### config.mk
export PLATFORM = sky130hd
export DESIGN_NAME = lirq_router
export DESIGN_NICKNAME = d
export VERILOG_FILES = /design/src/rtl/lirq_pkg.sv /design/src/rtl/lirq_pend_pack.sv /design/src/rtl/lirq_core_route.sv /design/src/rtl/lirq_regs.sv /design/src/rtl/lirq_router.sv
export SDC_FILE = /design/constraint.sdc
export NUM_CORES = 1
export LEC_CHECK = 0
export ABC_AREA = 1
export BUFFER_PORTS_ARGS = -buffer_cell sky130_fd_sc_hd__clkbuf_2
export CAP_MARGIN = 20
export CORE_ASPECT_RATIO = 0.9
export CORE_UTILIZATION = 28
export CTS_CLUSTER_SIZE = 10
export DETAILED_ROUTE_END_ITERATION = 10
export GPL_ROUTABILITY_DRIVEN = 0
export SYNTH_ARGS = -nofsm -noshare
export SYNTH_HDL_FRONTEND = slang
export SYNTH_SLANG_ARGS = --single-unit
### constraint.sdc
create_clock -name clk -period 1.4 [get_ports clk]
set_clock_uncertainty 0.2 [all_clocks]
set_input_delay 0.21 -clock clk [delete_from_list [all_inputs] [get_ports clk]]
set_output_delay 0.21 -clock clk [all_outputs]
set_load 0.02 [all_outputs]
### src/rtl/lirq_pkg.sv
// Package: shared constants and types of the local interrupt router.
// Assumes a cluster of at most four cores so that every per-core word
// fits in the 0x40 and 0x60 windows and a core number fits in two bits.
package lirq_pkg;

    localparam int CORE_SEL_W = 2;

    // Word addresses of the register bus
    localparam int ADDR_CTRL  = 'h00;
    localparam int ADDR_PRESC = 'h08;
    localparam int ADDR_ROUTE = 'h0C;
    localparam int ADDR_PSET  = 'h10;
    localparam int ADDR_PCLR  = 'h14;
    localparam int ADDR_TCFG  = 'h40;
    localparam int ADDR_PEND  = 'h60;

    // Bit positions inside a pending word (timers start at bit 0)
    localparam int PB_MBOX   = 4;
    localparam int PB_PERIPH = 8;
    localparam int PB_PERF   = 9;
    localparam int PB_BERR   = 10;
    localparam int PB_LTMR   = 11;

    // Shared peripheral routing word, bit 0 at the right
    typedef struct packed {
        logic                  fiq_en;
        logic                  irq_en;
        logic [CORE_SEL_W-1:0] fiq_core;
        logic [CORE_SEL_W-1:0] irq_core;
    } route_t;

endpackage

### src/rtl/lirq_pend_pack.sv
// Module: lirq_pend_pack
// Builds the pending word of one core from live source levels.
// Assumes NTMR <= PB_MBOX and PB_MBOX + NMBX <= PB_PERIPH, so that the
// fixed bit positions of the package do not overlap.
module lirq_pend_pack
    import lirq_pkg::*;
#(
    parameter int NTMR = 4,
    parameter int NMBX = 4,
    parameter int DW   = 32
) (
    input  logic [NTMR-1:0] timer_lvl,
    input  logic [NMBX-1:0] mbox_lvl,
    input  logic            periph_lvl,
    input  logic            perf_lvl,
    input  logic            berr_lvl,
    input  logic            ltmr_lvl,
    output logic [DW-1:0]   pend_word
);

    // Place every source level at its fixed position, the rest stays zero
    always_comb begin
        pend_word                   = '0;
        pend_word[NTMR-1:0]         = timer_lvl;
        pend_word[PB_MBOX +: NMBX]  = mbox_lvl;
        pend_word[PB_PERIPH]        = periph_lvl;
        pend_word[PB_PERF]          = perf_lvl;
        pend_word[PB_BERR]          = berr_lvl;
        pend_word[PB_LTMR]          = ltmr_lvl;
    end

endmodule

### src/rtl/lirq_core_route.sv
// Module: lirq_core_route
// Combines the sources that can reach one core into that core's IRQ and
// FIQ lines and registers both lines. Assumes the routing values it gets
// are already stored registers, so the output is one clock behind them.
module lirq_core_route
    import lirq_pkg::*;
#(
    parameter int CORE_ID = 0,
    parameter int NTMR    = 4,
    parameter int NMBX    = 4
) (
    input  logic              clk,
    input  logic              rst_n,
    input  logic [NTMR-1:0]   timer_lvl,
    input  logic [2*NTMR-1:0] tcfg,
    input  logic [NMBX-1:0]   mbox_lvl,
    input  logic              periph_lvl,
    input  route_t            route,
    input  logic              perf_lvl,
    input  logic              perf_irq_en,
    input  logic              perf_fiq_en,
    output logic              irq_o,
    output logic              fiq_o
);

    localparam logic [CORE_SEL_W-1:0] MY_SEL = CORE_SEL_W'(CORE_ID);

    logic tmr_irq, tmr_fiq;
    logic per_irq, per_fiq;
    logic pmu_irq, pmu_fiq;
    logic mbx_irq;

    // Per-source qualification against this core's enables
    always_comb begin
        tmr_irq = |(timer_lvl & tcfg[NTMR-1:0]);
        tmr_fiq = |(timer_lvl & tcfg[2*NTMR-1:NTMR]);
        per_irq = periph_lvl && route.irq_en && (route.irq_core == MY_SEL);
        per_fiq = periph_lvl && route.fiq_en && (route.fiq_core == MY_SEL);
        pmu_irq = perf_lvl && perf_irq_en;
        pmu_fiq = perf_lvl && perf_fiq_en;
        mbx_irq = |mbox_lvl;
    end

    // Register the two output lines of the core
    always_ff @(posedge clk) begin
        if (!rst_n) begin
            irq_o <= 1'b0;
            fiq_o <= 1'b0;
        end else begin
            irq_o <= tmr_irq | per_irq | pmu_irq | mbx_irq;
            fiq_o <= tmr_fiq | per_fiq | pmu_fiq;
        end
    end

endmodule

### src/rtl/lirq_regs.sv
// Module: lirq_regs
// Address decode, configuration storage and read path of the router.
// One access per cycle; writes land at the clock edge that sees them,
// read data is registered and comes one clock after the request.
// Assumes NCORE <= 4 and 2*NTMR, 2*NCORE, $bits(route_t) <= DW.
module lirq_regs
    import lirq_pkg::*;
#(
    parameter int NCORE = 4,
    parameter int NTMR  = 4,
    parameter int AW    = 8,
    parameter int DW    = 32
) (
    input  logic                  clk,
    input  logic                  rst_n,
    input  logic                  bus_sel,
    input  logic                  bus_wr,
    input  logic [AW-1:0]         bus_addr,
    input  logic [DW-1:0]         bus_wdata,
    output logic [DW-1:0]         bus_rdata,
    output logic                  bus_rvalid,
    input  logic [NCORE*DW-1:0]   pend_word,
    output logic [NCORE*2*NTMR-1:0] tcfg_q,
    output route_t                route_q,
    output logic [2*NCORE-1:0]    perf_en_q
);

    localparam int TW = 2 * NTMR;
    localparam int PW = 2 * NCORE;
    localparam int RW = $bits(route_t);

    logic            wr_en, rd_en;
    logic            hit_ctrl, hit_presc, hit_route, hit_pset, hit_pclr;
    logic [NCORE-1:0] hit_tcfg, hit_pend;
    logic [DW-1:0]   ctrl_q, presc_q;
    logic [DW-1:0]   rd_next;

    assign wr_en = bus_sel && bus_wr;
    assign rd_en = bus_sel && !bus_wr;

    // Decode of the single-word registers
    always_comb begin
        hit_ctrl  = (bus_addr == AW'(ADDR_CTRL));
        hit_presc = (bus_addr == AW'(ADDR_PRESC));
        hit_route = (bus_addr == AW'(ADDR_ROUTE));
        hit_pset  = (bus_addr == AW'(ADDR_PSET));
        hit_pclr  = (bus_addr == AW'(ADDR_PCLR));
    end

    // Decode of the per-core words, one comparator pair per core
    for (genvar c = 0; c < NCORE; c++) begin : g_dec
        assign hit_tcfg[c] = (bus_addr == AW'(ADDR_TCFG + 4 * c));
        assign hit_pend[c] = (bus_addr == AW'(ADDR_PEND + 4 * c));
    end

    // Configuration storage with its three write styles
    always_ff @(posedge clk) begin
        if (!rst_n) begin
            ctrl_q    <= '0;
            presc_q   <= '0;
            route_q   <= '0;
            perf_en_q <= '0;
            tcfg_q    <= '0;
        end else if (wr_en) begin
            if (hit_ctrl)  ctrl_q    <= bus_wdata;
            if (hit_presc) presc_q   <= bus_wdata;
            if (hit_route) route_q   <= route_t'(bus_wdata[RW-1:0]);
            if (hit_pset)  perf_en_q <= perf_en_q | bus_wdata[PW-1:0];
            if (hit_pclr)  perf_en_q <= perf_en_q & ~bus_wdata[PW-1:0];
            for (int c = 0; c < NCORE; c++) begin
                if (hit_tcfg[c]) tcfg_q[c*TW +: TW] <= bus_wdata[TW-1:0];
            end
        end
    end

    // Read multiplexer, zero for any address that is not a register
    always_comb begin
        rd_next = '0;
        if (hit_ctrl)             rd_next = ctrl_q;
        if (hit_presc)            rd_next = presc_q;
        if (hit_route)            rd_next = DW'(route_q);
        if (hit_pset || hit_pclr) rd_next = DW'(perf_en_q);
        for (int c = 0; c < NCORE; c++) begin
            if (hit_tcfg[c]) rd_next = DW'(tcfg_q[c*TW +: TW]);
            if (hit_pend[c]) rd_next = pend_word[c*DW +: DW];
        end
    end

    // Registered read return with its valid flag
    always_ff @(posedge clk) begin
        if (!rst_n) begin
            bus_rvalid <= 1'b0;
            bus_rdata  <= '0;
        end else begin
            bus_rvalid <= rd_en;
            if (rd_en) bus_rdata <= rd_next;
        end
    end

endmodule

### src/rtl/lirq_router.sv
// Module: lirq_router (top)
// Local interrupt router for a small core cluster: a register block and
// one pending packer plus one output combiner per core. Assumes all
// sources are levels already synchronous to clk.
module lirq_router
    import lirq_pkg::*;
#(
    parameter int NCORE = 4,
    parameter int NTMR  = 4,
    parameter int NMBX  = 4,
    parameter int AW    = 8,
    parameter int DW    = 32
) (
    input  logic                  clk,
    input  logic                  rst_n,
    input  logic                  bus_sel,
    input  logic                  bus_wr,
    input  logic [AW-1:0]         bus_addr,
    input  logic [DW-1:0]         bus_wdata,
    output logic [DW-1:0]         bus_rdata,
    output logic                  bus_rvalid,
    input  logic [NCORE*NTMR-1:0] timer_lvl,
    input  logic [NCORE*NMBX-1:0] mbox_lvl,
    input  logic                  periph_lvl,
    input  logic [NCORE-1:0]      perf_lvl,
    input  logic                  berr_lvl,
    input  logic                  ltmr_lvl,
    output logic [NCORE-1:0]      core_irq,
    output logic [NCORE-1:0]      core_fiq
);

    localparam int TW = 2 * NTMR;

    logic [NCORE*DW-1:0]  pend_word;
    logic [NCORE*TW-1:0]  tcfg_q;
    route_t               route_q;
    logic [2*NCORE-1:0]   perf_en_q;

    lirq_regs #(
        .NCORE (NCORE),
        .NTMR  (NTMR),
        .AW    (AW),
        .DW    (DW)
    ) u_regs (
        .clk        (clk),
        .rst_n      (rst_n),
        .bus_sel    (bus_sel),
        .bus_wr     (bus_wr),
        .bus_addr   (bus_addr),
        .bus_wdata  (bus_wdata),
        .bus_rdata  (bus_rdata),
        .bus_rvalid (bus_rvalid),
        .pend_word  (pend_word),
        .tcfg_q     (tcfg_q),
        .route_q    (route_q),
        .perf_en_q  (perf_en_q)
    );

    for (genvar c = 0; c < NCORE; c++) begin : g_core
        lirq_pend_pack #(
            .NTMR (NTMR),
            .NMBX (NMBX),
            .DW   (DW)
        ) u_pend (
            .timer_lvl  (timer_lvl[c*NTMR +: NTMR]),
            .mbox_lvl   (mbox_lvl[c*NMBX +: NMBX]),
            .periph_lvl (periph_lvl),
            .perf_lvl   (perf_lvl[c]),
            .berr_lvl   (berr_lvl),
            .ltmr_lvl   (ltmr_lvl),
            .pend_word  (pend_word[c*DW +: DW])
        );

        lirq_core_route #(
            .CORE_ID (c),
            .NTMR    (NTMR),
            .NMBX    (NMBX)
        ) u_route (
            .clk         (clk),
            .rst_n       (rst_n),
            .timer_lvl   (timer_lvl[c*NTMR +: NTMR]),
            .tcfg        (tcfg_q[c*TW +: TW]),
            .mbox_lvl    (mbox_lvl[c*NMBX +: NMBX]),
            .periph_lvl  (periph_lvl),
            .route       (route_q),
            .perf_lvl    (perf_lvl[c]),
            .perf_irq_en (perf_en_q[c]),
            .perf_fiq_en (perf_en_q[c+NCORE]),
            .irq_o       (core_irq[c]),
            .fiq_o       (core_fiq[c])
        );
    end

endmodule

==> impl_metrics.json, run 1 <==
{
  "drtIter0Drc": 660,
  "tightest_slew_ns": 0.385,
  "synth_edf_count": 0,
  "hp-start": "mbox_lvl[1]",
  "area_growth_pct": 50.4,
  "syn_avg_cell_area_um2": 7.31,
  "min-delay-path-class": "in -> reg",
  "drv_cap": 0,
  "critPathKind": "in -> reg",
  "reg2reg_depth": 8,
  "netlist_instances": 913,
  "wl_um": 25200,
  "hold_buffers": 59,
  "cp-start-kind": "input port",
  "ant_nets": 0,
  "port_buffers": 123,
  "final_cell_mix": "dfxtp_1 (139), nand2_1 (137), nor2_1 (116)",
  "finalCriticalPeriod_ns": 1.49,
  "cts_tree": "built",
  "hold_viol": 1,
  "cts.sinks": 151,
  "ir_drop_uv": 760,
  "antenna_found_initial": 0,
  "drive_gt1_share_pct": 32.8,
  "dp_cells": 1381,
  "grt_use_total_pct": 20.5,
  "yosysUniqueCellTypes": 32,
  "dieHeight_um": 149,
  "cts_buffers": 17,
  "viasPerCell": 5.05,
  "required_ns": 1.54,
  "syn_area_um2": 6680,
  "min_path_cells": 5,
  "clk_pin_slew_ns": 0.07,
  "hold_slack_ns": -0.0567,
  "multi_input_area_um2": 3480,
  "dp_worst_setup_slack_ns": -0.555,
  "yosysWarnings": 0,
  "drc": 0,
  "violations": "negative hold slack, negative setup slack",
  "num-fill-cells": 2358,
  "clockBufferDepth": 2,
  "setup_violations": 10,
  "initial_core_util_pct": 28.5,
  "rr_startpoint": "u_regs.route_q[1]",
  "regArea_um2": 3040,
  "num_rows": 53,
  "antenna_cells": 0,
  "syn_nets": 996,
  "grt_pass1_wl_um": 38200,
  "nets": 1255,
  "synth_area_leaders": "dfxtp_1 (45%), nand2_1 (8.5%), o21ai_0 (8.4%)",
  "yosysTopAreaCellShare_pct": 45.3,
  "grt.overflow.total": 0,
  "ys_async_sr_fraction_pct": 0,
  "routedWlPerCell_um": 17.0,
  "finalMaxSlewViolations": 0,
  "fmax_ghz": 0.673,
  "p_total_mw": 9.84,
  "ys_ff_latch": 151,
  "endpoint_kind": "flip-flop",
  "die_x_um": 165,
  "rsz0062_at_grt": "yes",
  "clockRootBuffer": "clkbuf_16",
  "clock_latency_ns": 0.43,
  "firstDrtPassIters": 5,
  "final_common_cell": "dfxtp_1",
  "min_to": "g_core[0].u_route.irq_o",
  "vias": 7504,
  "r2r_end": "u_regs.bus_rdata[1]",
  "synth_ff_type": "dfxtp_1",
  "yosys.area.top_type": "dfxtp_1",
  "htree_levels": 4,
  "seq_area_frac_synth_pct": 45.3,
  "grt_pass1_vias": 7013,
  "max_slew_margin_pct": 74.4,
  "dp_hpwl_um": 17700,
  "tns_ns": -0.366,
  "setup_ws_ns": -0.0861,
  "top_level_ports": 124,
  "arrival_ns": 1.63,
  "status": "finished, violations left",
  "fin_cells": 1486,
  "path_max_fanout": 8,
  "die-area_um2": 24500,
  "p_leak_nw": 4.44,
  "regToRegSetupSlack_ns": -0.04,
  "core_um2": 23400,
  "period_share_pct": 106,
  "powerDensity_nw_per_um2": 979,
  "grt_max_degree": 52
}
kinds of logic (layout without fill, tap and decap cells):
logic type,Yosys count,in the layout,synth area share [%]
AOI/OAI and AO/OA,286,286,24.3
buffers and inverters,127,397,8.45
DFF,151,151,45.3
and+or+nand+nor,349,350,22.0
state kept, by name, indices dropped and copies added (netlist names), named ones only:
name                  cells
u_regs.bus_rdata         32
g_core.u_route.fiq_o      4
u_regs.tcfg_q            32
u_regs.ctrl_q            32
u_regs.route_q            6
u_regs.bus_rvalid         1
g_core.u_route.irq_o      4
u_regs.presc_q           32
where the power goes:
part / internal (mW) / total [mW] / switching, mW
Clock: 2.69 / 4.66 / 1.97
Sequential: 4.31 / 4.32 / 0.00960
Combinational: 0.379 / 0.853 / 0.473
final cells by class:
class	instances	share of cell area (%)
clock buffers	19	4.41
repair inverters	1	0.0747
flip-flops and latches	151	30.3
repair buffers	292	22.4
inverters	73	3.05
clock inverters	12	1.41
well taps	302	3.76
multi-input cells	636	34.7
routing by layer:
metal	vias to the layer above	GRT usage [%]	share of wire [%]
li1	3604	-	-
met1	3500	27.4	43
met2	335	31.9	46
met3	65	4.57	7.7
met4	0	7.94	3.1
met5	-	0	0
worst max-delay path: stages:
cell and delay (ns):
buf_8 0.10, nor2_4 0.19, buf_6 0.13, nand3_4 0.07
nor2_4 0.18, inv_4 0.08, nor2_4 0.12, inv_4 0.08
o21ai_2 0.16, nand2_1 0.10, a31oi_2 0.20
repair_timing:
item / CTS / global route
gates resized for setup: 46 / 107
buffers inserted: 2 / 13
hold endpoints to repair: 80 / 1
endpoints found under the setup margin: 16 / 103
cloned: 1 / 3
pin swaps: 16 / 39
synthesized netlist by cell type (2+ instances only):
cell type and count:
nand2_1 152, dfxtp_1 151, nor2_1 127, o21ai_0 112, a21oi_1 98, inv_1 61, nand3_1 30, clkbuf_1 23
a22o_1 22, buf_2 16, o21ai_1 15, a221oi_1 14, nand4_1 13, buf_4 12, inv_2 12, a31oi_1 11
nand2_2 9, nor2_2 7, o211ai_1 5, nor2_4 4, buf_6 3, nor3_1 3, nor4_1 3, o22ai_1 2
through the flow:
stage | utilization, % | cell area (µm²)
final | 42.9 | 10000
after floorplan | - | 6830
after CTS | 41.3 | 9670
after detailed placement | 35.5 | 8310
after global placement | 35.5 | 8310
after global routing | 42.9 | 10000
worst max-delay path by stage:
stage                           from             endpoint  slack [ns]  cells past startpoint
CTS                 u_regs.ctrl_q[7]  u_regs.bus_rdata[7]       -0.02                      6
finish                   bus_addr[7]            flip-flop       -0.09                     11
global placement         bus_addr[5]  u_regs.bus_rdata[1]       -0.56                     13
floorplan                bus_addr[7]            flip-flop       -0.03                      9
global route             bus_addr[0]            flip-flop       -0.13                     11
detailed placement       bus_addr[6]  u_regs.bus_rdata[9]       -0.56                     12
No activity file was read; power rests on OpenSTA's default activity.
==> run 2, diff against run 1 <==
CORE_MARGIN = 1.5   (was unset)
==> run 2 against run 1 <==
The run still ends with negative hold slack, negative setup slack left; core utilization increased by 1.4 points; critical path depth increased by 1; count of clock-buffer cells in the layout unchanged; maximum frequency decreased by 0.43%; critical path type unchanged.
==> impl_metrics.json, run 2 (synthesized netlist as in run 1, its figures left out) <==
{
  "port_buffers": 123,
  "cts_tree": "built",
  "viasPerCell": 4.98,
  "cp_slowest_cell": "nand4_1",
  "hold_slack_ns": -0.00968,
  "clock_latency_ns": 0.43,
  "violations": "negative hold slack, negative setup slack",
  "grt_use_total_pct": 19.8,
  "grt_pass1_wl_um": 38000,
  "regArea_um2": 3050,
  "final_cell_mix": "dfxtp_1 (136), nand2_1 (133), clkbuf_2 (106)",
  "path_cells": "buf_8 > buf_4 > nand2_4 > nor2_4 > buf_12 > nand2_4 > inv_4 > buf_4 > a21oi_2 > nand4_1 > nand2_1 > a21oi_1",
  "clockBufferDepth": 2,
  "vias": 7423,
  "num-fill-cells": 2362,
  "top_level_ports": 124,
  "die_x_um": 166,
  "grt.overflow.total": 0,
  "min-delay-path-class": "in -> reg",
  "required_ns": 1.50,
  "multi_input_area_um2": 3690,
  "grt_pass1_vias": 6895,
  "design_area_um2": 10400,
  "setup_violations": 6,
  "fmax_ghz": 0.670,
  "critPathKind": "in -> reg",
  "drtIter0Drc": 801,
  "hold_viol": 1,
  "max_slew_margin_pct": 67.3,
  "setup_ws_ns": -0.0925,
  "period_share_pct": 107,
  "cts.sinks": 151,
  "htree_levels": 4,
  "place_area_um2": 8270,
  "drive_gt1_share_pct": 36.1,
  "tightest_slew_ns": 0.490,
  "die-area_um2": 24800,
  "wl_um": 25100,
  "path_buf_inv": 5,
  "core_um2": 23400,
  "nets": 1258,
  "crit_family": "simple AND/OR/NAND/NOR gates",
  "status": "finished, violations left",
  "rsz0062_at_grt": "yes",
  "antenna_cells": 0,
  "antenna_found_initial": 0,
  "finalMaxSlewViolations": 0,
  "area_growth_pct": 55.3,
  "ir_drop_uv": 1060,
  "dieHeight_um": 150,
  "finalCriticalPeriod_ns": 1.49,
  "num_rows": 53,
  "grt_max_degree": 41,
  "clk_pin_slew_ns": 0.07,
  "drc": 0,
  "path_max_fanout": 7,
  "cp-start-kind": "input port",
  "critPathMaxStageDelay_ns": 0.22,
  "initial_core_util_pct": 28.5,
  "ant_nets": 0,
  "p_leak_nw": 4.53,
  "powerDensity_nw_per_um2": 937,
  "final_common_cell": "dfxtp_1",
  "cts_buffers": 17,
  "drv_cap": 0,
  "firstDrtPassIters": 5,
  "clockRootBuffer": "clkbuf_16",
  "endpoint_kind": "flip-flop",
  "routedWlPerCell_um": 16.9,
  "arrival_ns": 1.59,
  "dp_hpwl_um": 17600
}
==> run 2: cell count changes in the layout (fill, tap and decap cells not counted), moves of 5 or more <==
cell and delta:
nand2_4 +5, o21ai_0 -15, o21ai_2 +15, nand3_1 -12, nor2_1 -12, nand3_2 +12, nor2_2 +9, buf_12 +7
buf_4 -8, buf_6 +7
==> run 2: where the power goes <==
| part | switching [mW] | internal, mW |
|---|---|---|
| sequential | 0.00894 | 4.31 |
| combinational | 0.490 | 0.402 |
| clock | 2.01 | 2.50 |
==> run 2: worst paths after layout <==
check	from	end	slack, ns	depth (start not counted)
hold reg to reg	u_regs.bus_rdata[13]	u_regs.bus_rdata[13]	0.27	2
setup / recovery	bus_addr[6]	u_regs.bus_rdata[7]	-0.09	12
hold / removal	timer_lvl[9]	u_regs.bus_rdata[1]	-0.01	5
setup reg to reg	u_regs.route_q[4]	u_regs.bus_rdata[4]	-0.08	8
==> run 2: tightest hold or removal path, stage by stage <==
cell	delay (ns)
clkbuf_2	0.10
a221oi_2	0.06
nand2_2	0.07
nand2_2	0.05
a21oi_2	0.09
==> run 2: timing repair <==
action                                  CTS  global route
pin swaps                                38            56
hold buffers                             59             0
buffers inserted                         15            13
gates resized for setup                  91           126
hold endpoints to repair                 77             0
endpoints found under the setup margin   60            72
cloned                                    0             2
==> run 2: final cells by class <==
type / instances / area share [%]
Multi-Input combinational cell: 635 / 35.6
Tap cell: 302 / 3.64
Clock inverter: 13 / 1.32
Sequential cell: 151 / 29.4
Timing Repair Buffer: 297 / 22.9
Clock buffer: 19 / 4.17
Inverter: 73 / 2.96
==> run 2: layer usage <==
layer	vias to the layer above	share of wire (%)	track usage [%]
met2	292	46	31.0
met5	-	0	0
met1	3466	46	26.9
met3	40	6.3	4.73
met4	0	2.1	5.95
li1	3625	-	-
==> run 2: per-stage QoR <==
step / worst slack (ns) / util [%] / power [mW] / cells / TNS [ns]
6_report: -0.0925 / 44.3 / 9.72 / 1490 / -0.376
3_3_place_gp: -0.663 / 35.3 / 5.07 / 1373 / -55.92
5_1_grt: -0.132 / 44.3 / 10.1 / 1490 / -1.91
4_1_cts: -0.0740 / 42.2 / 9.73 / 1478 / -0.225
2_1_floorplan: -0.0327 / - / 4.66 / 913 / -0.793
3_5_place_dp: -0.670 / 35.3 / 5.07 / 1373 / -59.82
==> run 3, diff against run 2 <==
CELL_PAD_IN_SITES_DETAIL_PLACEMENT = 1   (was unset)
CELL_PAD_IN_SITES_GLOBAL_PLACEMENT = 1   (was unset)
PLACE_DENSITY_LB_ADDON = 0.1   (was unset)
==> run 3 against run 2 <==
The run still ends with negative hold slack, negative setup slack left; combinational power shrank 0.6%; first-iteration DRC count fell by 57%; maximum frequency shrank 0.11%; non-clock buffer count grew 14; sequential power hardly changed; sequential share of layout area decreased by 0.51 points; setup slack got worse by 0.0016 ns; routed wire length up 14%; core utilization increased by 0.86 points; total power is essentially flat; critical endpoint unchanged.
==> impl_metrics.json, run 3 (synthesized netlist as in run 1, its figures left out) <==
{
  "routedWlPerCell_um": 19.0,
  "cts.sinks": 151,
  "cp-start-kind": "input port",
  "regToRegSetupSlack_ns": -0.06,
  "path_max_fanout": 4,
  "grt_use_total_pct": 22.7,
  "grt_pass1_vias": 7514,
  "nets": 1273,
  "violations": "negative hold slack, negative setup slack",
  "antenna_found_initial": 0,
  "critPathMaxStageDelay_ns": 0.19,
  "rsz0062_at_grt": "yes",
  "cts_buffers": 17,
  "die-area_um2": 24800,
  "grt_max_degree": 76,
  "endpoint_kind": "flip-flop",
  "arrival_ns": 1.60,
  "powerDensity_nw_per_um2": 919,
  "port_buffers": 123,
  "drv_cap": 0,
  "required_ns": 1.50,
  "period_share_pct": 107,
  "tightest_slew_ns": 0.381,
  "startpoint": "bus_addr[4]",
  "critPathKind": "in -> reg",
  "htree_levels": 4,
  "final_cell_mix": "dfxtp_1 (130), nand2_1 (126), clkbuf_2 (105)",
  "wl_um": 28600,
  "dieHeight_um": 150,
  "clk_pin_slew_ns": 0.07,
  "die_x_um": 166,
  "r2r_end": "u_regs.bus_rdata[3]",
  "grt_pass1_wl_um": 43300,
  "min-delay-path-class": "in -> reg",
  "endpoint": "u_regs.bus_rdata[7]",
  "finalCriticalPeriod_ns": 1.49,
  "core_um2": 23400,
  "p_leak_nw": 4.60,
  "drc": 0,
  "viasPerCell": 4.96,
  "ant_nets": 0,
  "area_growth_pct": 58.3,
  "final_common_cell": "dfxtp_1",
  "min_path_cells": 5,
  "setup_ws_ns": -0.0941,
  "antenna_cells": 0,
  "rr_startpoint": "u_regs.route_q[3]",
  "cp_slowest_cell": "a21oi_2",
  "hold_slack_ns": -0.0761,
  "path_cells": "buf_2 > buf_6 > buf_4 > nand3_4 > nor2_4 > buf_4 > nand2_1 > nand4_1 > a21oi_2 > nand4_1 > nand2_1 > a21oi_1",
  "drtIter0Drc": 341,
  "tns_ns": -0.470,
  "setup_violations": 20,
  "firstDrtPassIters": 4,
  "vias": 7465,
  "fin_cells": 1505,
  "cts_tree": "built",
  "clock_latency_ns": 0.43,
  "num_rows": 53,
  "grt.overflow.total": 0,
  "clockRootBuffer": "clkbuf_16",
  "hold_viol": 1,
  "hold_buffers": 55,
  "top_level_ports": 124,
  "finalMaxSlewViolations": 0,
  "max_slew_margin_pct": 74.6,
  "drive_gt1_share_pct": 37.6,
  "dp_hpwl_um": 20200,
  "reg2reg_depth": 8,
  "ir_drop_uv": 724,
  "status": "finished, violations left",
  "dp_cells": 1385,
  "fmax_ghz": 0.669,
  "clockBufferDepth": 2,
  "initial_core_util_pct": 28.5
}
==> run 3: repair_timing <==
action	4_1_cts	5_1_grt
resized for setup	68	181
gates cloned	1	6
setup endpoints to repair	91	129
endpoints found under the hold margin	76	1
pin swaps	23	61
setup buffers	12	14
==> run 3: power breakdown <==
| part | switching, mW | internal [mW] | leakage (nW) |
|---|---|---|---|
| registers | 0.0111 | 4.31 | 1.23 |
| logic | 0.496 | 0.392 | 3.10 |
| clock network | 2.11 | 2.39 | 0.275 |
==> run 3: worst max-delay path, delay by kind of cell <==
family	cells	cell delay, ns
AND/OR/NAND/NOR	6	0.62
buffers and inverters	4	0.51
AO/OA/AOI/OAI	2	0.25
==> run 3: layout make-up <==
type	instances	area (µm²)
Inverter	73	324
Clock buffer	18	439
Clock inverter	14	133
Timing Repair inverter	1	6.26
Tap cell	302	378
Fill cell	2843	12800
Timing Repair Buffer	311	2530
Multi-Input combinational cell	635	3710
Sequential cell	151	3050
==> run 3: metal layers <==
layer / up-vias / GRT usage [%] / routed length (µm)
li1: 3658 / - / -
met3: 14 / 4.13 / 1120
met5: - / 0 / 0
met1: 3607 / 31.9 / 14200
met2: 186 / 36.5 / 13100
met4: 0 / 4.14 / 222
==> run 3: how the worst min path moves through the flow <==
stage,slack [ns],startpoint,endpoint
after floorplan,0.1,bus_addr[2],flip-flop
after detailed placement,0.26,u_regs.bus_rdata[26],u_regs.bus_rdata[26]
after global routing,-0.05,mbox_lvl[3],g_core[0].u_route.irq_o
final,-0.08,mbox_lvl[3],g_core[0].u_route.irq_o
after global placement,0.26,u_regs.bus_rdata[26],u_regs.bus_rdata[26]
after CTS,-0.09,mbox_lvl[3],g_core[0].u_route.irq_o
==> run 3: metrics by stage <==
stage | power (mW) | utilization, % | setup slack (ns) | area (µm²)
2_1_floorplan | 4.66 | - | -0.0327 | 6830
3_3_place_gp | 5.09 | 35.8 | -0.732 | 8390
3_5_place_dp | 5.09 | 35.8 | -0.717 | 8390
4_1_cts | 9.74 | 42.0 | -0.108 | 9840
5_1_grt | 10.1 | 45.2 | -0.170 | 10600
6_report | 9.71 | 45.2 | -0.0941 | 10600
